===== src/rtl/gp_poll_pkg.sv =====
package gp_poll_pkg;
   localparam int unsigned FRAME_BITS = 16;
   localparam int unsigned KEY_COUNT  = 12;
   localparam int unsigned LOAD_UNITS = 2;
   localparam int unsigned BITCNT_W   = $clog2(FRAME_BITS);
   localparam int unsigned UNITCNT_W  = $clog2(LOAD_UNITS + 1);

   localparam int unsigned KEY_B      = 0;
   localparam int unsigned KEY_Y      = 1;
   localparam int unsigned KEY_SELECT = 2;
   localparam int unsigned KEY_START  = 3;
   localparam int unsigned KEY_UP     = 4;
   localparam int unsigned KEY_DOWN   = 5;
   localparam int unsigned KEY_LEFT   = 6;
   localparam int unsigned KEY_RIGHT  = 7;
   localparam int unsigned KEY_A      = 8;
   localparam int unsigned KEY_X      = 9;
   localparam int unsigned KEY_L      = 10;
   localparam int unsigned KEY_R      = 11;

   typedef enum logic [1:0] {
      PH_REST     = 2'd0,
      PH_LOAD     = 2'd1,
      PH_SHIFT_LO = 2'd2,
      PH_SHIFT_HI = 2'd3
   } phase_t;
endpackage


===== src/rtl/gp_timebase.sv =====
module gp_timebase #(
   parameter int unsigned TICKS_PER_UNIT = 120
) (
   input  logic clk,
   input  logic arst,
   output logic tick_o
);
   localparam int unsigned CW = $clog2(TICKS_PER_UNIT);
   localparam logic [CW-1:0] LAST = CW'(TICKS_PER_UNIT - 1);

   logic [CW-1:0] cnt_q;

   always_ff @(posedge clk or posedge arst) begin
      if (arst) begin
         cnt_q <= '0;
      end else if (cnt_q == LAST) begin
         cnt_q <= '0;
      end else begin
         cnt_q <= cnt_q + 1'b1;
      end
   end

   assign tick_o = (cnt_q == LAST);


   tick_spacing_chk: assert property (@(posedge clk) disable iff (arst)
      tick_o |=> !tick_o);
endmodule


===== src/rtl/gp_sequencer.sv =====
module gp_sequencer
   import gp_poll_pkg::*;
(
   input  logic clk,
   input  logic arst,
   input  logic tick_i,
   output logic load_o,
   output logic shclk_o,
   output logic sample_o,
   output logic last_o
);
   localparam logic [BITCNT_W-1:0]  LAST_BIT  = BITCNT_W'(FRAME_BITS - 1);
   localparam logic [UNITCNT_W-1:0] LAST_UNIT = UNITCNT_W'(LOAD_UNITS - 1);

   phase_t                 ph_q, ph_d;
   logic [UNITCNT_W-1:0]   unit_q, unit_d;
   logic [BITCNT_W-1:0]    bit_q, bit_d;
   logic                   load_q, shclk_q;

   always_comb begin
      ph_d   = ph_q;
      unit_d = unit_q;
      bit_d  = bit_q;
      if (tick_i) begin
         case (ph_q)
            PH_REST: begin
               ph_d   = PH_LOAD;
               unit_d = '0;
            end
            PH_LOAD: begin
               if (unit_q == LAST_UNIT) begin
                  ph_d  = PH_SHIFT_LO;
                  bit_d = '0;
               end else begin
                  unit_d = unit_q + 1'b1;
               end
            end
            PH_SHIFT_LO: ph_d = PH_SHIFT_HI;
            PH_SHIFT_HI: begin
               if (bit_q == LAST_BIT) begin
                  ph_d = PH_REST;
               end else begin
                  bit_d = bit_q + 1'b1;
                  ph_d  = PH_SHIFT_LO;
               end
            end
            default: ph_d = PH_REST;
         endcase
      end
   end

   always_ff @(posedge clk or posedge arst) begin
      if (arst) begin
         ph_q    <= PH_REST;
         unit_q  <= '0;
         bit_q   <= '0;
         load_q  <= 1'b0;
         shclk_q <= 1'b1;
      end else begin
         ph_q    <= ph_d;
         unit_q  <= unit_d;
         bit_q   <= bit_d;
         load_q  <= (ph_d == PH_LOAD);
         shclk_q <= (ph_d != PH_SHIFT_LO);
      end
   end

   assign load_o   = load_q;
   assign shclk_o  = shclk_q;
   assign sample_o = tick_i && (ph_q == PH_SHIFT_LO);
   assign last_o   = sample_o && (bit_q == LAST_BIT);


   low_only_unloaded_chk: assert property (@(posedge clk) disable iff (arst)
      !shclk_o |-> !load_o);

   release_opens_pulse_chk: assert property (@(posedge clk) disable iff (arst)
      $fell(load_o) |-> $fell(shclk_o));

   sample_at_rise_chk: assert property (@(posedge clk) disable iff (arst)
      sample_o |=> $rose(shclk_o));

   load_on_tick_chk: assert property (@(posedge clk) disable iff (arst)
      $rose(load_o) |-> $past(tick_i));
endmodule


===== src/rtl/gp_shifter.sv =====
module gp_shifter #(
   parameter int unsigned NUM_PADS   = 2,
   parameter int unsigned FRAME_BITS = 16,
   parameter int unsigned KEY_COUNT  = 12
) (
   input  logic                                  clk,
   input  logic                                  arst,
   input  logic                                  sample_i,
   input  logic [NUM_PADS-1:0]                   serial_i,
   output logic [NUM_PADS-1:0][KEY_COUNT-1:0]    word_o
);
   logic [NUM_PADS-1:0][FRAME_BITS-1:0] sr_q;

   for (genvar p = 0; p < NUM_PADS; p++) begin : g_lane
      always_ff @(posedge clk or posedge arst) begin
         if (arst) begin
            sr_q[p] <= '1;
         end else if (sample_i) begin
            sr_q[p] <= {serial_i[p], sr_q[p][FRAME_BITS-1:1]};
         end
      end
      assign word_o[p] = sr_q[p][KEY_COUNT-1:0];
   end


   hold_between_samples_chk: assert property (@(posedge clk) disable iff (arst)
      !sample_i |=> $stable(sr_q));
endmodule


===== src/rtl/gp_keyout.sv =====
module gp_keyout #(
   parameter int unsigned NUM_PADS        = 2,
   parameter int unsigned KEY_COUNT       = 12,
   parameter bit          OUT_ACTIVE_HIGH = 1'b1
) (
   input  logic                                clk,
   input  logic                                arst,
   input  logic                                load_i,
   input  logic [NUM_PADS-1:0][KEY_COUNT-1:0]  word_i,
   output logic [KEY_COUNT-1:0][NUM_PADS-1:0]  key_o
);
   logic [KEY_COUNT-1:0][NUM_PADS-1:0] pressed;
   logic [KEY_COUNT-1:0][NUM_PADS-1:0] level;
   logic [KEY_COUNT-1:0][NUM_PADS-1:0] key_q;
   logic [KEY_COUNT-1:0][NUM_PADS-1:0] idle_lvl;

   for (genvar k = 0; k < KEY_COUNT; k++) begin : g_key
      for (genvar p = 0; p < NUM_PADS; p++) begin : g_pad
         assign pressed[k][p] = ~word_i[p][k];
      end
   end

   if (OUT_ACTIVE_HIGH) begin : g_pos
      assign level    = pressed;
      assign idle_lvl = '0;
   end else begin : g_neg
      assign level    = ~pressed;
      assign idle_lvl = '1;
   end

   always_ff @(posedge clk or posedge arst) begin
      if (arst) begin
         key_q <= idle_lvl;
      end else if (load_i) begin
         key_q <= level;
      end
   end

   assign key_o = key_q;


   key_update_chk: assert property (@(posedge clk) disable iff (arst)
      !$stable(key_o) |-> $past(load_i));
endmodule


===== src/rtl/gamepad_poller.sv =====
module gamepad_poller
   import gp_poll_pkg::*;
#(
   parameter int unsigned NUM_PADS          = 2,
   parameter int unsigned TICKS_PER_UNIT    = 120,
   parameter bit          RESET_ACTIVE_HIGH = 1'b0,
   parameter bit          OUT_ACTIVE_HIGH   = 1'b1
) (
   input  logic                sys_clk,
   input  logic                sys_rst,
   input  logic [NUM_PADS-1:0] pad_serial,
   output logic                pad_load,
   output logic                pad_shift_clk,
   output logic [NUM_PADS-1:0] key_b,
   output logic [NUM_PADS-1:0] key_y,
   output logic [NUM_PADS-1:0] key_select,
   output logic [NUM_PADS-1:0] key_start,
   output logic [NUM_PADS-1:0] key_up,
   output logic [NUM_PADS-1:0] key_down,
   output logic [NUM_PADS-1:0] key_left,
   output logic [NUM_PADS-1:0] key_right,
   output logic [NUM_PADS-1:0] key_a,
   output logic [NUM_PADS-1:0] key_x,
   output logic [NUM_PADS-1:0] key_l,
   output logic [NUM_PADS-1:0] key_r
);
   localparam int unsigned SCNT_W = BITCNT_W + 1;

   if (NUM_PADS < 1) begin : g_bad_pads
      $error("gamepad_poller: NUM_PADS must be at least 1");
   end
   if (TICKS_PER_UNIT < 2) begin : g_bad_ticks
      $error("gamepad_poller: TICKS_PER_UNIT must be at least 2");
   end

   logic arst;
   if (RESET_ACTIVE_HIGH) begin : g_rst_hi
      assign arst = sys_rst;
   end else begin : g_rst_lo
      assign arst = ~sys_rst;
   end

   logic tick, sample, last, commit_q;
   logic [NUM_PADS-1:0][KEY_COUNT-1:0] word;
   logic [KEY_COUNT-1:0][NUM_PADS-1:0] key_vec;
   logic [SCNT_W-1:0] smp_cnt_q;

   gp_timebase #(
      .TICKS_PER_UNIT (TICKS_PER_UNIT)
   ) u_timebase (
      .clk    (sys_clk),
      .arst   (arst),
      .tick_o (tick)
   );

   gp_sequencer u_sequencer (
      .clk      (sys_clk),
      .arst     (arst),
      .tick_i   (tick),
      .load_o   (pad_load),
      .shclk_o  (pad_shift_clk),
      .sample_o (sample),
      .last_o   (last)
   );

   gp_shifter #(
      .NUM_PADS   (NUM_PADS),
      .FRAME_BITS (FRAME_BITS),
      .KEY_COUNT  (KEY_COUNT)
   ) u_shifter (
      .clk      (sys_clk),
      .arst     (arst),
      .sample_i (sample),
      .serial_i (pad_serial),
      .word_o   (word)
   );

   always_ff @(posedge sys_clk or posedge arst) begin
      if (arst) begin
         commit_q <= 1'b0;
      end else begin
         commit_q <= last;
      end
   end

   gp_keyout #(
      .NUM_PADS        (NUM_PADS),
      .KEY_COUNT       (KEY_COUNT),
      .OUT_ACTIVE_HIGH (OUT_ACTIVE_HIGH)
   ) u_keyout (
      .clk    (sys_clk),
      .arst   (arst),
      .load_i (commit_q),
      .word_i (word),
      .key_o  (key_vec)
   );

   assign key_b      = key_vec[KEY_B];
   assign key_y      = key_vec[KEY_Y];
   assign key_select = key_vec[KEY_SELECT];
   assign key_start  = key_vec[KEY_START];
   assign key_up     = key_vec[KEY_UP];
   assign key_down   = key_vec[KEY_DOWN];
   assign key_left   = key_vec[KEY_LEFT];
   assign key_right  = key_vec[KEY_RIGHT];
   assign key_a      = key_vec[KEY_A];
   assign key_x      = key_vec[KEY_X];
   assign key_l      = key_vec[KEY_L];
   assign key_r      = key_vec[KEY_R];

   always_ff @(posedge sys_clk or posedge arst) begin
      if (arst) begin
         smp_cnt_q <= '0;
      end else if (pad_load) begin
         smp_cnt_q <= '0;
      end else if (sample) begin
         smp_cnt_q <= smp_cnt_q + 1'b1;
      end
   end


   sixteen_samples_chk: assert property (@(posedge sys_clk) disable iff (arst)
      last |-> (smp_cnt_q == SCNT_W'(FRAME_BITS - 1)));

   commit_follows_last_chk: assert property (@(posedge sys_clk) disable iff (arst)
      $rose(commit_q) |-> $past(smp_cnt_q) == SCNT_W'(FRAME_BITS - 1));
endmodule


===== config.mk =====
export PLATFORM = sky130hd
export DESIGN_NAME = gamepad_poller
export DESIGN_NICKNAME = d
export VERILOG_FILES = /design/src/rtl/gp_poll_pkg.sv /design/src/rtl/gp_timebase.sv /design/src/rtl/gp_sequencer.sv /design/src/rtl/gp_shifter.sv /design/src/rtl/gp_keyout.sv /design/src/rtl/gamepad_poller.sv
export SDC_FILE = /design/constraint.sdc
export NUM_CORES = 1
export LEC_CHECK = 0
export ABC_AREA = 1
export BUFFER_PORTS_ARGS = -buffer_cell sky130_fd_sc_hd__buf_2
export CORE_ASPECT_RATIO = 0.5
export CORE_MARGIN = 3
export CORE_UTILIZATION = 56
export CTS_BUF_LIST = sky130_fd_sc_hd__clkbuf_8
export CTS_CLUSTER_SIZE = 28
export DETAILED_ROUTE_END_ITERATION = 16
export GPL_ROUTABILITY_DRIVEN = 0
export PLACE_DENSITY = 0.79
export SLEW_MARGIN = 20
export SYNTH_ARGS = -nofsm -noshare
export SYNTH_HDL_FRONTEND = slang
export SYNTH_HIERARCHICAL = 1
export SYNTH_SLANG_ARGS = --single-unit
export TNS_END_PERCENT = 5

===== constraint.sdc =====
create_clock -name sys_clk -period 1.78 [get_ports sys_clk]
set_clock_uncertainty 0.2 [all_clocks]
set_input_delay 0.534 -clock sys_clk [delete_from_list [all_inputs] [get_ports sys_clk]]
set_output_delay 0.534 -clock sys_clk [all_outputs]
set_load 0.01 [all_outputs]

==> reports/qor.yml <==
run_status:
  outcome: "finished, violations left"
  violations: "negative setup slack"
clock_tree:
  numCtsBuffers: 9
  cts_sinks: 74
  cts_tree: "yes"
  path_clk_slew_ns: 0.08
  clock-root-buffer: "clkbuf_8"
  ctsHtreeMaxLevel: 3
  clockBufferDepth: 2
  clock_latency_ns: 0.34
setup_path:
  crit_end: "u_shifter/word_o[20]"
  reg2reg_depth: 11
  start_kind: "flop"
  crit_start: "u_timebase/cnt_q[0]"
  cp_max_fo: 32
  rr_startpoint: "u_timebase/cnt_q[0]"
  endpoint_kind: "flop"
  crit_type: "flop to flop"
  reg2reg_to: "u_shifter/word_o[20]"
  r2r_slack_ns: -0.002
  cp_data_required_time_ns: 1.86
  cp.arrival_ns: 1.86
placed_design:
  place_hpwl_mm: 3.90
  io_buffers: 29
  place_ws_ns: 0.00701
timing:
  maxSlewViolCount: 0
  rsz0062_at_grt: "yes"
  worst_slew_pin_slew_ns: 0.551
  fin_tns_setup_ns: -0.00223
  fmax_mhz: 561
  fin_ws_ns: -0.00223
  hold_viol: 0
  fin_crit_ns: 1.78
  slew_headroom_pct: 63.2
  hold_ws_ns: 0.188
  setup_viol: 1
  min_period_over_period_pct: 100
synth:
  ys_seq_area_share_pct: 54.2
  synth_cells: 394
  ys_types: 29
  synth_fp_nets: 401
  netlist_area_um2: 3490
  syn_area_per_cell_um2: 8.86
  synth_seq_cells: 74
  synth_warnings: 6
floorplanning:
  num_io_pins: 30
  num_rows: 19
  die_width_um: 118
  die_area_um2: 7270
  start_util_pct: 60.7
  fp.coreArea_um2: 5750
  die_h_um: 61.8
drt:
  vias: 2306
  drt_pass1_iterations: 6
  vias_per_cell: 4.65
  drtAntennaViolNets: 0
  totalWireLength_mm: 5.53
  wl_per_cell_um: 11.1
  drc: 0
  dr.first_iter.drc_count: 88
pwr:
  leakagePower_uw: 0.00196
  power_density_nw_per_um2: 819
  vdd_ir_drop_max_mv: 0.464
flow_run:
  maxCapViolCount: 0
global_routing:
  grt_pass1_wl_mm: 9.58
  grt_max_degree: 33
  antenna_found_initial: 0
  overflow: 0
  grt_usage_pct: 16.7
  grt_pass1_vias: 2163
finish:
  drive_gt1_share_pct: 31.3
  area_delta_synth_final_pct: 6.56
  antenna_cells: 0
  postLayoutCoreUtil_pct: 64.7
  fin_nets: 414
worst_hold_path:
  hold_path_depth: 3
  holdCritPathClass: "input port to flop"
==> through the flow <==
stage          total power, µW  std cells  area [µm²]
3_5_place_dp              1760        477        3470
6_report                  3050        496        3720
5_1_grt                   3150        496        3720
4_1_cts                   3090        495        3700
2_1_floorplan             1740        394        3520
3_3_place_gp              1750        477        3470
==> timing repair <==
action / 4_1_cts / 5_1_grt
pin swaps: 0 / 2
hold buffers: 1 / 0
setup endpoints to repair: 3 / 39
setup buffers: 1 / 1
gates resized for setup: 1 / 6
endpoints found under the hold margin: 1 / 0
==> state kept, by name, indices dropped and copies added (netlist names), 2 cells and up, named ones only <==
| signal | cells |
|---|---|
| u_sequencer/unit_q | 2 |
| u_sequencer/bit_q | 4 |
| u_timebase/cnt_q | 7 |
| u_shifter/word_o | 24 |
| u_keyout/key_o | 24 |
| u_shifter/sr_q | 8 |
==> cells by family (layout without fill, tap and decap cells) <==
group	Yosys count	in the layout	share of synthesized area, %
AOI/OAI and AO/OA	11	11	1.58
xor gates and xnor gates	2	2	0.502
adders and majority gates	3	3	1.08
buffers and inverters	82	100	15.4
DFF	74	74	54.2
and+or+nand+nor	222	222	27.2
==> area by class of cell <==
type	count	area [µm²]
fill	464	2030
inverter	45	191
multi-input combinational	238	1090
sequential	74	1890
clock inverter	6	72.6
tap	84	105
timing repair buffer	39	234
clock buffer	10	138
==> placed cells by master (no fill, tap or decap), types with 3 or more instances in the layout <==
cell type  Yosys  layout
dfstp_2       33      33
inv_1         41      40
nor2_2         3       3
nand4_1        4       4
nor2_1        11      11
nand2_1      166     165
clkbuf_8       4      10
buf_2          0      29
buf_6          5       3
buf_4         24       6
nand3_1        5       5
dfrtp_1       41      41
o21ai_0        8       7
nand2_2       28      29
==> synth_stat cells <==
cell | count | area share, %
nor2_4 | 1 | 0.32
xor2_1 | 1 | 0.25
and2_4 | 1 | 0.25
nor2_2 | 3 | 0.54
buf_4 | 24 | 5.2
buf_6 | 5 | 1.6
clkbuf_2 | 1 | 0.14
nor3_1 | 1 | 0.14
inv_2 | 1 | 0.11
nor2_1 | 11 | 1.2
nand2_2 | 28 | 5.0
o21ai_1 | 1 | 0.14
ha_1 | 3 | 1.1
xnor2_1 | 1 | 0.25
nand3_1 | 5 | 0.72
o21ai_0 | 8 | 1.1
nor4_1 | 1 | 0.18
dfrtp_1 | 41 | 29
nand2_1 | 166 | 18
clkbuf_8 | 4 | 1.6
buf_12 | 2 | 1.1
nand3_2 | 1 | 0.29
nand4_1 | 4 | 0.72
buf_8 | 1 | 0.43
inv_4 | 1 | 0.18
inv_8 | 2 | 0.65
inv_1 | 41 | 4.4
dfstp_2 | 33 | 25
a21oi_1 | 2 | 0.29
==> metal layers <==
metal	global-route usage (%)	vias up	routed length [µm]
met5	0	-	0
met4	5.67	0	48
met3	5.88	6	270
met2	29.5	45	2680
met1	20.0	1083	2530
li1	-	1172	-
==> report_power, final <==
| part | switching (µW) | total, µW | internal (µW) |
|---|---|---|---|
| Clock | 621 | 1320 | 700 |
| Sequential | 0 | 1680 | 1680 |
| Combinational | 33.4 | 40.8 | 7.45 |
==> critical path, stage by stage (launching register included) <==
cell	delay, ns
dfrtp_1	0.40
ha_4	0.17
nand2_2	0.07
nor2_2	0.10
nand2_2	0.08
inv_4	0.05
inv_2	0.04
nor3_4	0.23
buf_6	0.16
inv_12	0.07
nand2_1	0.07
nand2_1	0.05
==> how the worst min path moves through the flow <==
stage | from | endpoint | slack [ns]
2_1_floorplan | sys_rst | commit_q | 0.04
3_3_place_gp | sys_rst | commit_q | 0.13
3_5_place_dp | sys_rst | commit_q | 0.13
4_1_cts | pad_serial[0] | u_shifter/sr_q[15] | 0.17
5_1_grt | pad_serial[0] | u_shifter/sr_q[15] | 0.18
6_report | pad_serial[0] | u_shifter/sr_q[15] | 0.19
(Power assumes the default switching activity.)
